### config.mk
export PLATFORM = sky130hd
export DESIGN_NAME = gpio_edge_port
export DESIGN_NICKNAME = d
export VERILOG_FILES = /design/src/rtl/gpio_edge_pkg.sv /design/src/rtl/gpio_sync.sv /design/src/rtl/gpio_regs.sv /design/src/rtl/gpio_edge_det.sv /design/src/rtl/gpio_edge_port.sv
export SDC_FILE = /design/constraint.sdc
export NUM_CORES = 1
export LEC_CHECK = 0
export CORE_ASPECT_RATIO = 1.4
export CORE_MARGIN = 2
export CORE_UTILIZATION = 31
export DETAILED_ROUTE_END_ITERATION = 7
export DONT_BUFFER_PORTS = 1
export MAX_ROUTING_LAYER = met4
export PLACE_DENSITY_LB_ADDON = 0.25
export SETUP_SLACK_MARGIN = 0.1
export SYNTH_ARGS = -nofsm -noshare
export SYNTH_HDL_FRONTEND = slang
export SYNTH_SLANG_ARGS = --single-unit
export TNS_END_PERCENT = 1
### constraint.sdc
create_clock -name clk -period 2.6 [get_ports clk]
set_input_delay 0.13 -clock clk [delete_from_list [all_inputs] [get_ports clk]]
set_output_delay 0.13 -clock clk [all_outputs]
set_load 0.01 [all_outputs]
### src/rtl/gpio_edge_pkg.sv
package gpio_edge_pkg;
   // register select codes on the bus
   localparam int unsigned SEL_DATA = 0;
   localparam int unsigned SEL_EDGE = 1;
   localparam int unsigned SEL_DIR  = 2;
   // minimum synchronizer depth
   localparam int unsigned MIN_SYNC = 2;
endpackage

### src/rtl/gpio_sync.sv
module gpio_sync #(
   parameter int unsigned WIDTH  = 8,
   parameter int unsigned STAGES = 2
) (
   input  logic             clk,
   input  logic             rst,
   input  logic [WIDTH-1:0] async_in,
   output logic [WIDTH-1:0] sync_out
);
   import gpio_edge_pkg::*;

   if (STAGES < MIN_SYNC) begin : g_bad_depth
      $error("gpio_sync: STAGES must be at least %0d", MIN_SYNC);
   end

   logic [WIDTH-1:0] stage_q [STAGES];

   for (genvar s = 0; s < STAGES; s++) begin : g_stage
      always_ff @(posedge clk) begin
         if (rst) begin
            stage_q[s] <= '0;
         end else begin
            if (s == 0) stage_q[s] <= async_in;
            else        stage_q[s] <= stage_q[(s == 0) ? 0 : s-1];
         end
      end
   end

   assign sync_out = stage_q[STAGES-1];
endmodule

### src/rtl/gpio_regs.sv
module gpio_regs #(
   parameter int unsigned WIDTH  = 8,
   parameter int unsigned ADDR_W = 2
) (
   input  logic              clk,
   input  logic              rst,
   input  logic              wr_en,
   input  logic [ADDR_W-1:0] addr,
   input  logic [WIDTH-1:0]  wr_data,
   input  logic [WIDTH-1:0]  sync_in,
   output logic [WIDTH-1:0]  data_q,
   output logic [WIDTH-1:0]  edge_q,
   output logic [WIDTH-1:0]  dir_q,
   output logic [WIDTH-1:0]  rd_data
);
   import gpio_edge_pkg::*;

   localparam logic [ADDR_W-1:0] A_DATA = ADDR_W'(SEL_DATA);
   localparam logic [ADDR_W-1:0] A_EDGE = ADDR_W'(SEL_EDGE);
   localparam logic [ADDR_W-1:0] A_DIR  = ADDR_W'(SEL_DIR);

   always_ff @(posedge clk) begin
      if (rst) begin
         data_q <= '0;
         edge_q <= '0;
         dir_q  <= '0;
      end else if (wr_en) begin
         if (addr == A_DATA) data_q <= wr_data;
         if (addr == A_EDGE) edge_q <= wr_data;
         if (addr == A_DIR)  dir_q  <= wr_data;
      end
   end

   // per-bit mix: latched value on outputs, pin on inputs
   logic [WIDTH-1:0] port_view;
   for (genvar i = 0; i < WIDTH; i++) begin : g_mix
      assign port_view[i] = dir_q[i] ? data_q[i] : sync_in[i];
   end

   always_comb begin
      rd_data = '0;
      if (addr == A_DATA)      rd_data = port_view;
      else if (addr == A_EDGE) rd_data = edge_q;
      else if (addr == A_DIR)  rd_data = dir_q;
   end
endmodule

### src/rtl/gpio_edge_det.sv
module gpio_edge_det #(
   parameter int unsigned WIDTH = 8
) (
   input  logic             clk,
   input  logic             rst,
   input  logic [WIDTH-1:0] sync_in,
   input  logic [WIDTH-1:0] polarity,
   input  logic [WIDTH-1:0] chan_en,
   output logic [WIDTH-1:0] evt
);
   for (genvar i = 0; i < WIDTH; i++) begin : g_line
      logic level_now;
      logic level_prev;

      assign level_now = sync_in[i] ^ polarity[i];

      // cleared to 0 so the first cycle after reset cannot look like a fall
      always_ff @(posedge clk) begin
         if (rst) level_prev <= 1'b0;
         else     level_prev <= level_now;
      end

      assign evt[i] = level_prev & ~level_now & chan_en[i];
   end
endmodule

### src/rtl/gpio_edge_port.sv
module gpio_edge_port #(
   parameter int unsigned WIDTH       = 8,
   parameter int unsigned ADDR_W      = 2,
   parameter int unsigned SYNC_STAGES = 2
) (
   input  logic              clk,
   input  logic              rst,
   input  logic              wr_en,
   input  logic [ADDR_W-1:0] addr,
   input  logic [WIDTH-1:0]  wr_data,
   output logic [WIDTH-1:0]  rd_data,
   input  logic [WIDTH-1:0]  pin_in,
   output logic [WIDTH-1:0]  pin_out,
   output logic [WIDTH-1:0]  pin_oe,
   output logic [WIDTH-1:0]  pin_sync,
   input  logic [WIDTH-1:0]  chan_en,
   output logic [WIDTH-1:0]  edge_evt
);
   if (WIDTH < 1) begin : g_bad_width
      $error("gpio_edge_port: WIDTH must be positive");
   end
   if (ADDR_W < 2) begin : g_bad_addr
      $error("gpio_edge_port: ADDR_W must cover three registers");
   end

   logic [WIDTH-1:0] sync_w;
   logic [WIDTH-1:0] data_w;
   logic [WIDTH-1:0] edge_w;
   logic [WIDTH-1:0] dir_w;

   gpio_sync #(.WIDTH(WIDTH), .STAGES(SYNC_STAGES)) u_sync (
      .clk      (clk),
      .rst      (rst),
      .async_in (pin_in),
      .sync_out (sync_w)
   );

   gpio_regs #(.WIDTH(WIDTH), .ADDR_W(ADDR_W)) u_regs (
      .clk     (clk),
      .rst     (rst),
      .wr_en   (wr_en),
      .addr    (addr),
      .wr_data (wr_data),
      .sync_in (sync_w),
      .data_q  (data_w),
      .edge_q  (edge_w),
      .dir_q   (dir_w),
      .rd_data (rd_data)
   );

   gpio_edge_det #(.WIDTH(WIDTH)) u_edge (
      .clk      (clk),
      .rst      (rst),
      .sync_in  (sync_w),
      .polarity (edge_w),
      .chan_en  (chan_en),
      .evt      (edge_evt)
   );

   assign pin_out  = data_w;
   assign pin_oe   = dir_w;
   assign pin_sync = sync_w;
endmodule

==> summary.txt, run 1 <==
Status = complete, no violations
Die Ht = 99.8 um
Post-synth EDFFs = 0
Max Slew Vio Count = 0
Asr flop ratio synth = 0%
Antenna Cells = 0
DR WL/cell = 17.0 um
First-pass GRT wire length = 7.10 mm
# Max-Cap Violations = 0
Hpwl dp = 2.98 mm
DR vias/cell = 4.94
Crit Path Class = reg -> out
Proportion of layout cells with a drive suffix above 1 = 9.45%
Initial Util = 32.3%
Seq pwr share = 55.0%
Antenna violations before repair = 0
Ys Warns = 0
Fmax = 0.682 GHz
Slew HR = 31.0%
Drt pass-1 iters = 4
Clk_skew = 0.00226 ns
Total track usage = 13.6%
Vias in the first global route = 1,322
Clk slew on worst S/H paths = 0.09 ns
Worst setup EP type = output port
Total internal power = 1.11 mW
Worst-Skew Late Latency = 0.30 ns
GPL Wtd Cong = 0.725
Commonest cells post-synth = 48 x dfxtp_1, 32 x nand2b_1, 25 x nor2b_1
H-tree Lvls = 2
PwrDens = 632 nW/um2
Synthesized cell area = 2030 um2
DIE AREA = 7230 um2
Largest net degree at the start of global routing = 29
Syn_nets = 225
NetSw = 328 uW
Hold Path Depth = 2
I/O Pins = 69
Hold Violations, Final = 0
Synth area leader = dfxtp_1
Syn Inst Count = 196
Number of antenna-violating nets in the routed design = 0
# setup viols final = 0
DRC viols = 0
Worst-path fanout max = 3
Comb power frac = 7.7%
Flops & latches, synth = 48
Worst hold slack = 0.0109 ns
Postcts setup bufs = 0
Std cell rows = 34
Synth top area cells = dfxtp_1 47%, mux2i_1 12%, nand2b_1 9.8%, nor2b_1 7.7%, a221o_1 3.9%
LEAKAGE = 0.935 nW
TritonCTS clock tree = yes
Ratio of final minimum period to clock period = 56.4%
CTS Buf Count = 5
Synth-to-layout area growth = 11.9%
IO buf count = 0
Critical Path RT = 2.47 ns
Top-area cell type share of the netlist area = 47.3%
Sequential share of the synthesized area = 47.3%
Post-synth cell types = 20
VDD IR max = 271 uV
Core area = 6300 um2
Initial DRC count = 32
Fin nets = 229
Clock sinks = 48
Via count = 1,349
Total Routed Length = 4.63 mm
Slew @ Worst Pin = 1.03 ns
Post-CTS Resized = 0
Mapped Avg Cell Area = 10.4 um2
GRT overflow = 0
CP Launch Type = register
Hold Crit Class = in -> reg
Switching share of total power = 22.8%
DIE WIDTH = 72.4 um
Root buffer cell = clkbuf_8
R2R cell count = 2
Clk network pwr share = 37.3%
Max clock buf depth = 2
Top-count cell post-synth = dfxtp_1
Crit path DAT = 1.34 ns
Most used DFF post-synth = dfxtp_1
RSZ-0062 raised after global routing = no
Tmin final = 1.47 ns
Setup tns final = 0 ns
==> path summary, 6_finish.rpt <==
path,endpoint,start,slack [ns]
worst max-delay path,rd_data[6],u_regs.data_q[6],1.13
worst min-delay path,u_regs.data_q[4],rst,0.01
worst max register to register,u_edge.g_line[0].level_prev,u_sync.stage_q[1][0],1.79
worst min register to register,u_sync.stage_q[1][2],u_sync.stage_q[0][2],0.44
==> layout make-up <==
type / instances / area, um2
multi-input combinational: 134 / 1000
clock buffer: 5 / 68.8
timing repair buffer: 11 / 110
fill: 644 / 4020
tap: 72 / 90.1
clock inverter: 3 / 42.5
sequential: 48 / 961
==> registers in the layout, indices dropped and copies added, names as in the netlist <==
| name | count |
|---|---|
| u_regs.data_q | 8 |
| u_regs.dir_q | 8 |
| u_edge.g_line.level_prev | 8 |
| u_sync.stage_q | 16 |
| u_regs.edge_q | 8 |
==> critical path, stage by stage, from the launching register on <==
cell	delay (ns)
dfxtp_1	0.36
or2_2	0.31
a221o_1	0.37
==> metal layers <==
metal | up-vias | global-route usage, % | wire [um]
met4 | 0 | 5.56 | 89
met3 | 6 | 3.51 | 257
met1 | 639 | 15.6 | 1980
li1 | 664 | - | -
met2 | 40 | 22.3 | 2300
met5 | - | - | 0
==> kinds of logic after synthesis <==
family | synth area share, %
buffers and inverters | 3.38
muxes | 11.8
xor gates and xnor gates | 3.45
DFF | 47.3
and+or+nand+nor | 30.2
AOI/OAI and AO/OA | 3.94
==> power by group through the flow <==
| stage | registers (mW) | logic [mW] | clock network [mW] |
|---|---|---|---|
| CTS | 0.793 | 0.111 | 0.563 |
| global placement | 0.810 | 0.0894 | 0 |
| detailed placement | 0.810 | 0.0910 | 0 |
| global route | 0.797 | 0.121 | 0.590 |
| finish | 0.792 | 0.111 | 0.537 |
| floorplan | 0.803 | 0.0967 | 0 |
==> cell usage in the layout (no fill, tap or decap) <==
cell           netlist  routed
dfxtp_1             48      48
nand2b_1            32      32
nor2b_1             25      25
mux2i_1             24      24
dlygate4sd3_1        0      11
or2_2                8       8
nor4b_1              8       8
a221o_1              8       8
xnor2_1              8       8
and3_1               8       8
nor2_1               8       8
clkbuf_8             0       5
and3b_2              2       2
nand3b_1             1       1
or3b_1               1       1
nand3b_4             1       1
clkinv_2             0       1
bufinv_16            0       1
clkinvlp_4           0       1
==> through the flow <==
step	area [um2]	power [mW]	instances	util, %	setup slack [ns]
6_report	2280	1.44	273	36.1	1.13
5_1_grt	2280	1.51	273	36.1	1.01
4_1_cts	2270	1.47	272	36.0	1.09
3_5_place_dp	2050	0.901	254	32.6	1.28
3_3_place_gp	2050	0.899	254	32.6	1.29
2_1_floorplan	2030	0.899	196	-	1.50
==> timing repair <==
action / in CTS / in global routing
hold buffers: 10 / 1
endpoints found under the setup margin: 0 / 0
endpoints found under the hold margin: 28 / 3
(Power assumes the default switching activity.)
==> run 2, diff against run 1 <==
clock period = 1.4 ns   (was 2.6 ns; I/O delays follow)
==> summary.txt, run 2 (same netlist as run 1, synthesis figures left out) <==
Setup tns final = 0 ns
LEAKAGE = 0.979 nW
Antenna Cells = 0
Worst-path fanout max = 3
Comb power frac = 8.8%
Initial DRC count = 39
Pre-CTS WS = 0.179 ns
Synth-to-layout area growth = 18.9%
Clk_skew = 0.00271 ns
Via count = 1,380
Crit path DAT = 1.24 ns
Final Util = 38.4%
Total power = 2.67 mW
Total internal power = 2.08 mW
Tmin final = 1.31 ns
Proportion of layout cells with a drive suffix above 1 = 15.0%
DRC viols = 0
Core area = 6300 um2
Fin nets = 235
Drt pass-1 iters = 4
# Max-Cap Violations = 0
Status = complete, no violations
Reg area = 991 um2
I/O Pins = 69
Ratio of final minimum period to clock period = 93.7%
Crit Path Class = reg -> out
DIE WIDTH = 72.4 um
Hold Path Depth = 2
Largest net degree at the start of global routing = 49
Most common cell after layout, fill and taps aside = dfxtp_1
Worst setup margin = 0.0877 ns
RSZ-0062 raised after global routing = yes
Number of antenna-violating nets in the routed design = 0
R2R cell count = 2
Total Routed Length = 4.61 mm
GRT met2 Usage = 22.8%
# setup viols final = 0
Root buffer cell = clkbuf_8
Switching share of total power = 22.0%
Reg-to-Reg Start = u_sync.stage_q[1][0]
Fmax = 0.762 GHz
R2R Setup Slk = 0.64 ns
GRT overflow = 0
Slew @ Worst Pin = 0.869 ns
NetSw = 586 uW
Worst-Skew Late Latency = 0.29 ns
CTS Buf Count = 5
RR Endpoint = u_edge.g_line[0].level_prev
Max clock buf depth = 2
Met1 global-route usage = 15.6%
VDD IR max = 459 uV
Worst setup EP type = output port
Seq pwr share = 54.8%
Hold Crit Class = in -> reg
DIE AREA = 7230 um2
CP Launch Type = register
Number of flip-flops in the largest register = 16
DR vias/cell = 4.95
Hold Violations, Final = 0
Hold_sp = wr_en
Commonest non-fill, non-tap cells in the layout = 40 x dfxtp_1, 32 x nand2b_1, 25 x nor2b_1
Min-Delay Endpoint = u_regs.dir_q[4]
PwrDens = 1100 nW/um2
IO buf count = 0
Max Slew Vio Count = 0
Vias in the first global route = 1,350
GRT busiest layer = met2
Antenna violations before repair = 0
Layout filler cell count = 652
Hpwl dp = 2.96 mm
Critical Path RT = 1.33 ns
Initial Util = 32.3%
Std cell rows = 34
Clk slew on worst S/H paths = 0.08 ns
Area of the multi-input gates = 1050 um2
GR Util met3 = 3.51%
Die Ht = 99.8 um
Top reg by flops = u_sync.stage_q
Clk network pwr share = 36.4%
GPL Wtd Cong = 0.686
Clock sinks = 48
H-tree Lvls = 2
Total track usage = 13.7%
DR WL/cell = 16.5 um
First-pass GRT wire length = 7.24 mm
TritonCTS clock tree = yes
Slew HR = 42.0%
## run 2: metrics by stage
| step | std cells | hold slack, ns | instance area [um2] |
|---|---|---|---|
| floorplan | 196 | 0.198 | 2030 |
| global placement | 254 | 0.146 | 2050 |
| detailed placement | 254 | 0.146 | 2050 |
| CTS | 278 | 0.00197 | 2380 |
| global route | 279 | 0.0158 | 2420 |
| finish | 279 | 0.0153 | 2420 |
## run 2: layer usage
metal	share of wire, %	vias up
li1	-	676
met1	40	668
met2	54	34
met3	4.7	2
met4	0.95	0
met5	0	-
## run 2: how the worst max path moves through the flow
stage                     start         end  slack, ns  cells after the start
2_1_floorplan  u_regs.data_q[6]  rd_data[6]       0.36                      2
3_3_place_gp            addr[0]  rd_data[2]       0.17                      2
3_5_place_dp            addr[0]  rd_data[2]       0.18                      2
4_1_cts        u_regs.data_q[6]  rd_data[6]       0.04                      2
5_1_grt        u_regs.data_q[2]  rd_data[2]       0.04                      2
6_report       u_regs.data_q[7]  rd_data[7]       0.09                      2
## run 2: area by class of cell
cell class	instances	share of cell area (%)
clock buffers	6	3.00
well taps	72	3.73
repair buffers	17	7.45
flip-flops and latches	48	41.0
multi-input cells	134	43.4
clock inverters	2	1.45
## run 2: timing repair
| action | in CTS | in global routing |
|---|---|---|
| hold buffers | 16 | 1 |
| buffers inserted | 0 | 0 |
| pin swaps | 11 | 9 |
| endpoints found under the hold margin | 48 | 1 |
| gates cloned | 0 | 0 |
| endpoints found under the setup margin | 8 | 9 |
| resized for setup | 22 | 6 |
## run 2: power groups by stage
stage,Combinational (mW),Clock [mW],Sequential (mW)
after floorplan,0.180,0,1.49
after global placement,0.167,0,1.50
after detailed placement,0.169,0,1.50
after CTS,0.235,1.03,1.46
after global routing,0.260,1.08,1.47
final,0.235,0.971,1.46
## run 2: worst max-delay path, stage by stage, from the launching register on
cell     delay, ns
dfxtp_4       0.37
or2_4         0.25
a221o_1       0.34
==> run 3, diff against run 2 <==
ABC_AREA = 1   (was unset)
ABC_CLOCK_PERIOD_IN_PS = 1400   (was unset)
==> summary.txt, run 3 <==
Proportion of layout cells with a drive suffix above 1 = 4.52%
Vias in the first global route = 1,639
Slew @ Worst Pin = 0.862 ns
Total track usage = 15.4%
Initial DRC count = 123
Hold Path Depth = 4
Ys Warns = 0
R2R Setup Slk = 0.59 ns
Max clock buf depth = 2
Switching share of total power = 26.6%
# Max-Cap Violations = 0
Status = complete, no violations
Antenna violations before repair = 0
Seq pwr share = 56.2%
DR vias/cell = 4.34
Syn Inst Count = 315
Mapped Avg Cell Area = 6.72 um2
Slew HR = 42.3%
Number of flip-flops in the largest register = 16
H-tree Lvls = 2
Worst setup EP type = output port
CTS Buf Count = 5
Clock sinks = 48
Hold_sp = rst
Hold Crit Class = in -> reg
Commonest non-fill, non-tap cells in the layout = 72 x nand2_1, 64 x nor2_1, 58 x inv_1
Min-Delay Endpoint = u_regs.data_q[1]
Clk network pwr share = 32.4%
Number of antenna-violating nets in the routed design = 0
Total internal power = 1.97 mW
Crit Path Class = reg -> out
Worst hold slack = 0.0998 ns
VDD IR max = 505 uV
Top reg by flops = u_sync.stage_q
GRT overflow = 0
Hpwl dp = 3.68 mm
Via count = 1,840
# setup viols final = 0
Asr flop ratio synth = 0%
Initial Util = 32.0%
Syn_nets = 344
DRC viols = 0
Reg area = 961 um2
Commonest cells post-synth = 72 x nand2_1, 64 x nor2_1, 58 x inv_1
Post-synth EDFFs = 0
Synthesized cell area = 2120 um2
Die Ht = 102 um
Most common cell after layout, fill and taps aside = nand2_1
Reg-to-Reg Start = u_regs.dir_q[1]
DIE AREA = 7510 um2
Setup tns final = 0 ns
Ratio of final minimum period to clock period = 87.8%
Flops & latches, synth = 48
R2R cell count = 4
RR Endpoint = u_regs.dir_q[1]
Core area = 6610 um2
Non-Filler Instances = 424
Worst-Skew Late Latency = 0.30 ns
Worst-path fanout max = 3
RSZ-0062 raised after global routing = yes
Synth-to-layout area growth = 16.6%
Antenna Cells = 0
Layout filler cell count = 712
Sequential share of the synthesized area = 45.4%
IO buf count = 0
Largest net degree at the start of global routing = 25
Crit path DAT = 1.16 ns
Most used DFF post-synth = dfxtp_1
First-pass GRT wire length = 8.47 mm
GPL Wtd Cong = 0.773
Post-synth cell types = 16
Fin nets = 360
Placed insts = 398
CP Launch Type = register
DIE WIDTH = 73.8 um
Synth top area cells = dfxtp_1 45%, nand2_1 13%, nor2_1 11%, inv_1 10%, nand3_1 7.3%
I/O Pins = 69
Total Routed Length = 5.26 mm
Comb power frac = 11.4%
Clk slew on worst S/H paths = 0.09 ns
Synth area leader = dfxtp_1
Clk_skew = 0.00662 ns
NetSw = 712 uW
Hold Violations, Final = 0
PwrDens = 1090 nW/um2
DR WL/cell = 12.4 um
LEAKAGE = 1.17 nW
Area of the multi-input gates = 876 um2
Drt pass-1 iters = 4
Top-area cell type share of the netlist area = 45.4%
Tmin final = 1.23 ns
Critical Path RT = 1.33 ns
Fmax = 0.814 GHz
Top-count cell post-synth = nand2_1
TritonCTS clock tree = yes
Root buffer cell = clkbuf_8
Std cell rows = 35
Max Slew Vio Count = 0
run 3: cell count changes after synthesis, sizes merged, moves of 17 or more:
cell    delta
nand2     +72
inv       +59
nor2      +58
nand3     +33
nand2b    -32
mux2i     -24
nor2b     -17
run 3: area by class of cell:
class	instances	area share [%]
Timing Repair Buffer	21	8.22
Sequential cell	48	39.0
Clock buffer	8	3.65
Multi-Input combinational cell	196	35.5
Inverter	59	8.98
Tap cell	92	4.67
run 3: timing repair:
item	4_1_cts	5_1_grt
resized for setup	0	1
setup buffers	0	0
endpoints found under the hold margin	48	0
hold buffers	18	0
setup endpoints to repair	0	2
run 3: kinds of logic after synthesis:
logic type,count (synthesis),share of synthesized area (%)
xor+xnor,8,3.31
compound gates,9,2.25
simple gates,179,35.7
flops,48,45.4
buf+inv,71,13.3
run 3: how the worst max path moves through the flow:
stage	start	to	slack, ns	depth (start not counted)
finish	u_sync.stage_q[1][0]	edge_evt[0]	0.17	2
detailed placement	u_sync.stage_q[1][0]	edge_evt[0]	0.49	2
CTS	u_sync.stage_q[1][0]	edge_evt[0]	0.14	2
global route	u_sync.stage_q[1][0]	edge_evt[0]	0.09	2
global placement	u_sync.stage_q[1][2]	edge_evt[2]	0.52	2
floorplan	u_sync.stage_q[1][6]	edge_evt[6]	0.57	2
run 3: per-layer routing:
layer,vias up,share of wire [%],GRT usage [%]
met5,-,0,-
met1,814,41,18.6
met3,14,9.3,4.88
li1,955,-,-
met4,0,2.5,7.27
met2,57,48,23.0
run 3: metrics by stage:
step	power [mW]	util (%)	setup WS (ns)	area, um2
finish	2.68	37.3	0.171	2470
global route	2.81	37.3	0.0860	2470
CTS	2.72	37.3	0.140	2460
detailed placement	1.78	33.2	0.489	2190
global placement	1.78	33.2	0.523	2190
floorplan	1.75	-	0.567	2120
run 3: power by group through the flow:
stage	clock [mW]	sequential, mW	combinational, mW
final	0.868	1.51	0.304
after global routing	0.946	1.52	0.350
after CTS	0.905	1.51	0.308
after detailed placement	0	1.54	0.243
after global placement	0	1.54	0.237
after floorplan	0	1.52	0.224
run 3: critical path: stages (launching register included):
cell and delay [ns]:
dfxtp_1 0.43, xnor2_1 0.17, nor2b_1 0.26
